**config.mk**
```make
export PLATFORM = sky130hd
export DESIGN_NAME = dac_dual_rank_regs
export DESIGN_NICKNAME = d
export VERILOG_FILES = /design/src/rtl/dac_regs_pkg.sv /design/src/rtl/dac_code_format.sv /design/src/rtl/dac_addr_decode.sv /design/src/rtl/dac_channel.sv /design/src/rtl/dac_dual_rank_regs.sv
export SDC_FILE = /design/constraint.sdc
export NUM_CORES = 1
export LEC_CHECK = 0
export ABC_AREA = 1
export BUFFER_PORTS_ARGS = -buffer_cell sky130_fd_sc_hd__buf_2
export CAP_MARGIN = 20
export CELL_PAD_IN_SITES_DETAIL_PLACEMENT = 0
export CELL_PAD_IN_SITES_GLOBAL_PLACEMENT = 1
export CORE_AREA = 2 2 144 146
export DETAILED_ROUTE_END_ITERATION = 12
export DIE_AREA = 0 0 146 148
export HOLD_SLACK_MARGIN = 0.02
export PLACE_DENSITY = 0.79
export SLEW_MARGIN = 20
export SYNTH_ARGS = -nofsm -noshare
export SYNTH_HDL_FRONTEND = slang
export SYNTH_HIERARCHICAL = 1
export SYNTH_SLANG_ARGS = --single-unit
```
**constraint.sdc**
```tcl
create_clock -name clk -period 3.1 [get_ports clk]
set_input_delay 0.155 -clock clk [delete_from_list [all_inputs] [get_ports clk]]
set_output_delay 0.155 -clock clk [all_outputs]
set_load 0.005 [all_outputs]
```
**src/rtl/dac_regs_pkg.sv**
```systemverilog
package dac_regs_pkg;
  localparam int unsigned DAC_DW  = 13;
  localparam int unsigned DAC_NCH = 8;

  typedef enum logic {
    FMT_OFFSET = 1'b0,
    FMT_TWOS   = 1'b1
  } code_fmt_e;

  typedef struct packed {
    logic wr_go;
    logic ld_go;
    logic clr_go;
  } strobe_t;
endpackage

```
**src/rtl/dac_code_format.sv**
```systemverilog
module dac_code_format #(
  parameter int unsigned DW = dac_regs_pkg::DAC_DW
) (
  input  dac_regs_pkg::code_fmt_e fmt,
  input  logic [DW-1:0]           word_in,
  output logic [DW-1:0]           code_out
);
  localparam logic [DW-1:0] HALF = {1'b1, {(DW-1){1'b0}}};

  // adding half scale modulo full scale flips only the top bit
  always_comb begin
    if (fmt == dac_regs_pkg::FMT_TWOS) code_out = word_in ^ HALF;
    else                                code_out = word_in;
  end

  always_comb begin
    assert_fmt_msb_R9: assert ((code_out[DW-2:0] == word_in[DW-2:0]) || $isunknown(word_in))
      else $error("format stage altered low bits");
  end
endmodule

```
**src/rtl/dac_addr_decode.sv**
```systemverilog
module dac_addr_decode #(
  parameter int unsigned        NCH      = dac_regs_pkg::DAC_NCH,
  parameter int unsigned        AW       = $clog2(NCH),
  parameter logic [NCH*AW-1:0]  ADDR_MAP = 24'hBE640B
) (
  input  logic           clk,
  input  logic           rst_n,
  input  logic           wr_go,
  input  logic [AW-1:0]  addr,
  output logic [NCH-1:0] wr_sel
);
  logic [AW-1:0] ch_idx;

  always_comb begin
    ch_idx = ADDR_MAP[addr*AW +: AW];
    wr_sel = '0;
    if (wr_go) wr_sel[ch_idx] = 1'b1;
  end

  assert_one_target_R2: assert property (@(posedge clk) disable iff (!rst_n)
    $onehot0(wr_sel))
    else $error("more than one channel selected for a write");

  assert_no_stray_write_R3: assert property (@(posedge clk) disable iff (!rst_n)
    !wr_go |-> (wr_sel == '0))
    else $error("channel selected without a write strobe");
endmodule

```
**src/rtl/dac_channel.sv**
```systemverilog
module dac_channel #(
  parameter int unsigned DW = dac_regs_pkg::DAC_DW
) (
  input  logic                  clk,
  input  logic                  rst_n,
  input  logic                  wr_sel,
  input  dac_regs_pkg::strobe_t stb,
  input  logic [DW-1:0]         word,
  output logic [DW-1:0]         code,
  output logic                  gnd_flag
);
  logic [DW-1:0] in_q;
  logic [DW-1:0] in_next;
  logic [DW-1:0] out_q;

  // next first-rank value, also feeds the second rank so that all-low strobes pass straight through
  always_comb in_next = wr_sel ? word : in_q;

  always_ff @(posedge clk) begin
    if (!rst_n) begin
      in_q     <= '0;
      out_q    <= '0;
      gnd_flag <= 1'b0;
    end else begin
      in_q     <= in_next;
      if (stb.ld_go) out_q <= in_next;
      gnd_flag <= stb.clr_go;
    end
  end

  assign code = out_q;

  assert_in_hold_R3: assert property (@(posedge clk) disable iff (!rst_n)
    !wr_sel |=> $stable(in_q))
    else $error("input rank moved without a write");

  assert_out_hold_R4: assert property (@(posedge clk) disable iff (!rst_n)
    !stb.ld_go |=> $stable(out_q))
    else $error("output rank moved without a load");

  assert_pass_through_R5: assert property (@(posedge clk) disable iff (!rst_n)
    (wr_sel && stb.ld_go) |=> (out_q == $past(word)))
    else $error("transparent write did not reach the output");

  assert_clear_flag_R7: assert property (@(posedge clk) disable iff (!rst_n)
    stb.clr_go |=> gnd_flag)
    else $error("ground flag not raised by clear");

  assert_clear_release_R8: assert property (@(posedge clk) disable iff (!rst_n)
    !stb.clr_go |=> !gnd_flag)
    else $error("ground flag stuck after clear release");
endmodule

```
**src/rtl/dac_dual_rank_regs.sv**
```systemverilog
module dac_dual_rank_regs #(
  parameter int unsigned       NCH      = dac_regs_pkg::DAC_NCH,
  parameter int unsigned       DW       = dac_regs_pkg::DAC_DW,
  parameter int unsigned       AW       = $clog2(NCH),
  parameter logic [NCH*AW-1:0] ADDR_MAP = 24'hBE640B
) (
  input  logic            clk,
  input  logic            rst_n,
  input  logic            cs_n,
  input  logic            wr_n,
  input  logic            ld_n,
  input  logic            clr_n,
  input  logic            twos_fmt,
  input  logic [AW-1:0]   addr,
  input  logic [DW-1:0]   data,
  output logic [NCH*DW-1:0] dac_code,
  output logic [NCH-1:0]  gnd_sel
);
  dac_regs_pkg::strobe_t   stb;
  dac_regs_pkg::code_fmt_e fmt;
  logic [DW-1:0]           word;
  logic [NCH-1:0]          wr_sel;

  always_comb begin
    stb.wr_go  = !cs_n && !wr_n;
    stb.ld_go  = !ld_n;
    stb.clr_go = !clr_n;
    fmt        = twos_fmt ? dac_regs_pkg::FMT_TWOS : dac_regs_pkg::FMT_OFFSET;
  end

  dac_code_format #(.DW(DW)) u_fmt (
    .fmt      (fmt),
    .word_in  (data),
    .code_out (word)
  );

  dac_addr_decode #(.NCH(NCH), .AW(AW), .ADDR_MAP(ADDR_MAP)) u_dec (
    .clk    (clk),
    .rst_n  (rst_n),
    .wr_go  (stb.wr_go),
    .addr   (addr),
    .wr_sel (wr_sel)
  );

  for (genvar k = 0; k < NCH; k++) begin : g_ch
    dac_channel #(.DW(DW)) u_ch (
      .clk      (clk),
      .rst_n    (rst_n),
      .wr_sel   (wr_sel[k]),
      .stb      (stb),
      .word     (word),
      .code     (dac_code[k*DW +: DW]),
      .gnd_flag (gnd_sel[k])
    );
  end

  assert_flags_agree_R7: assert property (@(posedge clk) disable iff (!rst_n)
    (gnd_sel == '0) || (gnd_sel == '1))
    else $error("ground flags disagree between channels");

  assert_load_all_R6: assert property (@(posedge clk) disable iff (!rst_n)
    (ld_n && clr_n) |=> $stable(dac_code))
    else $error("codes moved while load strobe was high");
endmodule

```
==> results.md <==
## Placement
• **global placer's final weighted congestion** 0.735
• **placed wire-length estimate** 13,100 µm
• **number of buffer cells added on primary ports** 134
• **placed insts** 1,529

## CTS
• **H-tree depth reported by CTS** 1
• **total CTS buffers** 24
• **deepest clock path buffer count** 3
• **buffers inserted by post-CTS timing repair** 0
• **later-pin clock latency in the skew report** 0.51 ns
• **CTS tree** built
• **Clock Tree Root** sky130_fd_sc_hd__clkbuf_16
• **clock sinks** 216
• **Clk pin slew, worst setup/hold paths** 0.06 ns

## STA
• **summed negative setup slack over all endpoints** 0 ns
• **final hold slack** 0.0694 ns
• **Max Freq** 687 MHz
• **Setup Viol. Count Final** 0
• **unrepaired setup endpoints after global routing** no
• **transition time at the pin with the least slew margin** 0.647 ns
• **fraction of the cycle the final worst path needs** 0.470
• **Min Clock Period, post-route** 1.46 ns
• **Slew Limit Fails** 0
• **final hold violations** 0
• **Slew HR** 0.567
• **final setup skew** 0.00527 ns

## Routing
• **total number of vias** 7,227
• **DRC violation total after the first TritonRoute iteration** 429
• **drt first pass iters** 4
• **total wire length after detailed routing** 21,400 µm
• **drc violations** 0
• **wire per inst** 13.6 µm
• **per-cell via count in the routed design** 4.59
• **Final ANT Viol Nets** 0

## Synthesis
• **flip-flop and latch count after synthesis** 216
• **Avg Cell Area, Syn** 7.15 µm²
• **total nets after synthesis** 1,206
• **synthesized instance count** 1,181
• **sequential cell area fraction in the yosys report** 0.512
• **total of warnings raised by yosys** 6
• **Syn Std Cell Area** 0.00845 mm²
• **Yosys cell types** 14

## Finish
• **commonest non-fill, non-tap cell in the layout** sky130_fd_sc_hd__nand2_1
• **number of filler instances in the final layout** 2,115
• **number of inserted diodes** 0
• **area added between synthesis and finish** 17.0%
• **fraction of layout cells with a size suffix above 1** 0.155
• **top library cells by usage in the layout, fill and taps aside** sky130_fd_sc_hd__nand2_1, sky130_fd_sc_hd__nor2_1, sky130_fd_sc_hd__dfxtp_1, sky130_fd_sc_hd__buf_2, sky130_fd_sc_hd__inv_1
• **Final Net Count** 1,311
• **Final Instance Count excl. Fillers** 1,573

## Floorplanning
• **full die area** 0.0216 mm²
• **vertical die dimension** 148 µm
• **horizontal extent of the die** 146 µm
• **area of the placeable core** 0.0200 mm²
• **cell row count** 52
• **Initial Util** 0.422
• **number of placed I/O pins** 135

## Worst setup path
• **kind of launch point of the worst setup path** input pin
• **slowest stage cell, crit path** sky130_fd_sc_hd__nor2_1
• **required time reported for the critical path endpoint** 3.51 ns
• **Worst Path Buf+Inv** 4
• **critical path, cell by cell** buf_2, inv_2, ha_1, nand2_1, nor2_1, inv_2, nand2_1, nand3_1, nand2_1, inv_1
• **largest stage delay on the critical path** 0.52 ns
• **family with the most delay on the worst path** simple AND/OR/NAND/NOR gates
• **startpoint-to-endpoint class of the critical path** in -> reg
• **Worst path most repeated cell** sky130_fd_sc_hd__nand2_1
• **Worst EP arrival** 1.86 ns
• **critical path peak fanout** 13
• **CP endpoint kind** flop

## GRT
• **initial antenna violation count** 0
• **wire length of the first global-routing pass** 33,400 µm
• **GRT overflow** 0
• **met1 Resource Use GR** 0.282
• **pin count of the biggest net entering global routing** 80
• **GRT Max-Usage Layer** met2
• **overall fraction of global-route tracks in use** 0.191
• **met3 routing resource usage after global routing** 0.0290
• **number of global-route vias before repair** 6,299
• **met2 usage** 0.299

## Pwr
• **leakage power** 5.15 nW
• **Pwr per Cell Area** 624 mW/mm²
• **overall power consumption** 6.17 mW
• **Peak supply drop** 0.361 mV

## Run
• **number of max-cap violations** 0

## Worst hold path
• **Hold WC Path Type** in -> reg

## Status
• **run status** complete, no violations

-- repair_timing --
action,in CTS,in global routing
hold endpoints to repair,8,0
resized for setup,0,0
hold buffers,1,0
-- cells in the mapped netlist (all sizes together) --
| master | instances | share of area |
|---|---|---|
| nor2 | 216 | 0.096 |
| inv | 138 | 0.061 |
| nand3 | 108 | 0.064 |
| nor3 | 2 | 0.0012 |
| dfxtp | 216 | 0.51 |
| a21oi | 104 | 0.062 |
| or2 | 1 | 0.00074 |
| nand2 | 326 | 0.14 |
| ha | 2 | 0.0030 |
| buf | 60 | 0.052 |
| clkbuf | 8 | 0.0036 |
-- sequential cells by signal, summed over array words and instances (netlist names) --
register	cells
g_ch.u_ch/code	104
g_ch.u_ch/in_q	104
g_ch.u_ch/gnd_flag	8
-- metal layers --
layer  up-vias  wire (µm)
met3        21       1440
li1       3839          -
met2       169       9440
met4         0        227
met5         -          0
met1      3198      10300
-- report_power, final --
part	switching (mW)	internal, mW	total [mW]	leakage (nW)
registers	0.0441	2.87	2.92	1.76
logic	0.319	0.172	0.491	2.99
clock network	1.10	1.66	2.76	0.391
-- per-stage QoR --
stage / setup slack, ns / instance area [µm²] / util
6_report: 1.64 / 9880 / 0.493
5_1_grt: 1.50 / 9880 / 0.493
4_1_cts: 1.69 / 9880 / 0.493
3_5_place_dp: 1.15 / 9090 / 0.454
3_3_place_gp: 1.18 / 9090 / 0.454
2_1_floorplan: 1.60 / 8450 / -
-- cell families (layout without fill, tap and decap cells) --
family	after synthesis	count (layout)	share of synthesized area
flops	216	216	0.512
fa+ha+maj	2	2	0.00296
simple gates	653	653	0.307
buf+inv	206	328	0.117
compound gates	104	104	0.0616
-- path summary, 6_finish.rpt --
| check | startpoint | to | slack [ns] | depth (start not counted) |
|---|---|---|---|---|
| min reg2reg | g_ch[7].u_ch/in_q[6] | g_ch[7].u_ch/in_q[6] | 0.47 | 2 |
| min | data[3] | g_ch[2].u_ch/in_q[3] | 0.07 | 3 |
| max reg2reg | g_ch[4].u_ch/code[7] | g_ch[4].u_ch/code[7] | 2.40 | 4 |
| max | addr[1] | g_ch[0].u_ch/code[10] | 1.64 | 10 |
-- worst min-delay path, stage by stage --
cell	delay (ns)
sky130_fd_sc_hd__buf_2	0.19
sky130_fd_sc_hd__nand2_1	0.11
sky130_fd_sc_hd__a21oi_1	0.06
-- cell type report --
class,instances,area (µm²),area share
clock inverters,5,25.0,0.00253
flip-flops and latches,216,4320,0.437
repair buffers,147,783,0.0792
clock buffers,38,754,0.0763
well taps,270,338,0.0342
inverters,138,523,0.0529
multi-input cells,759,3140,0.317
No activity file was read; power rests on OpenSTA's default activity.
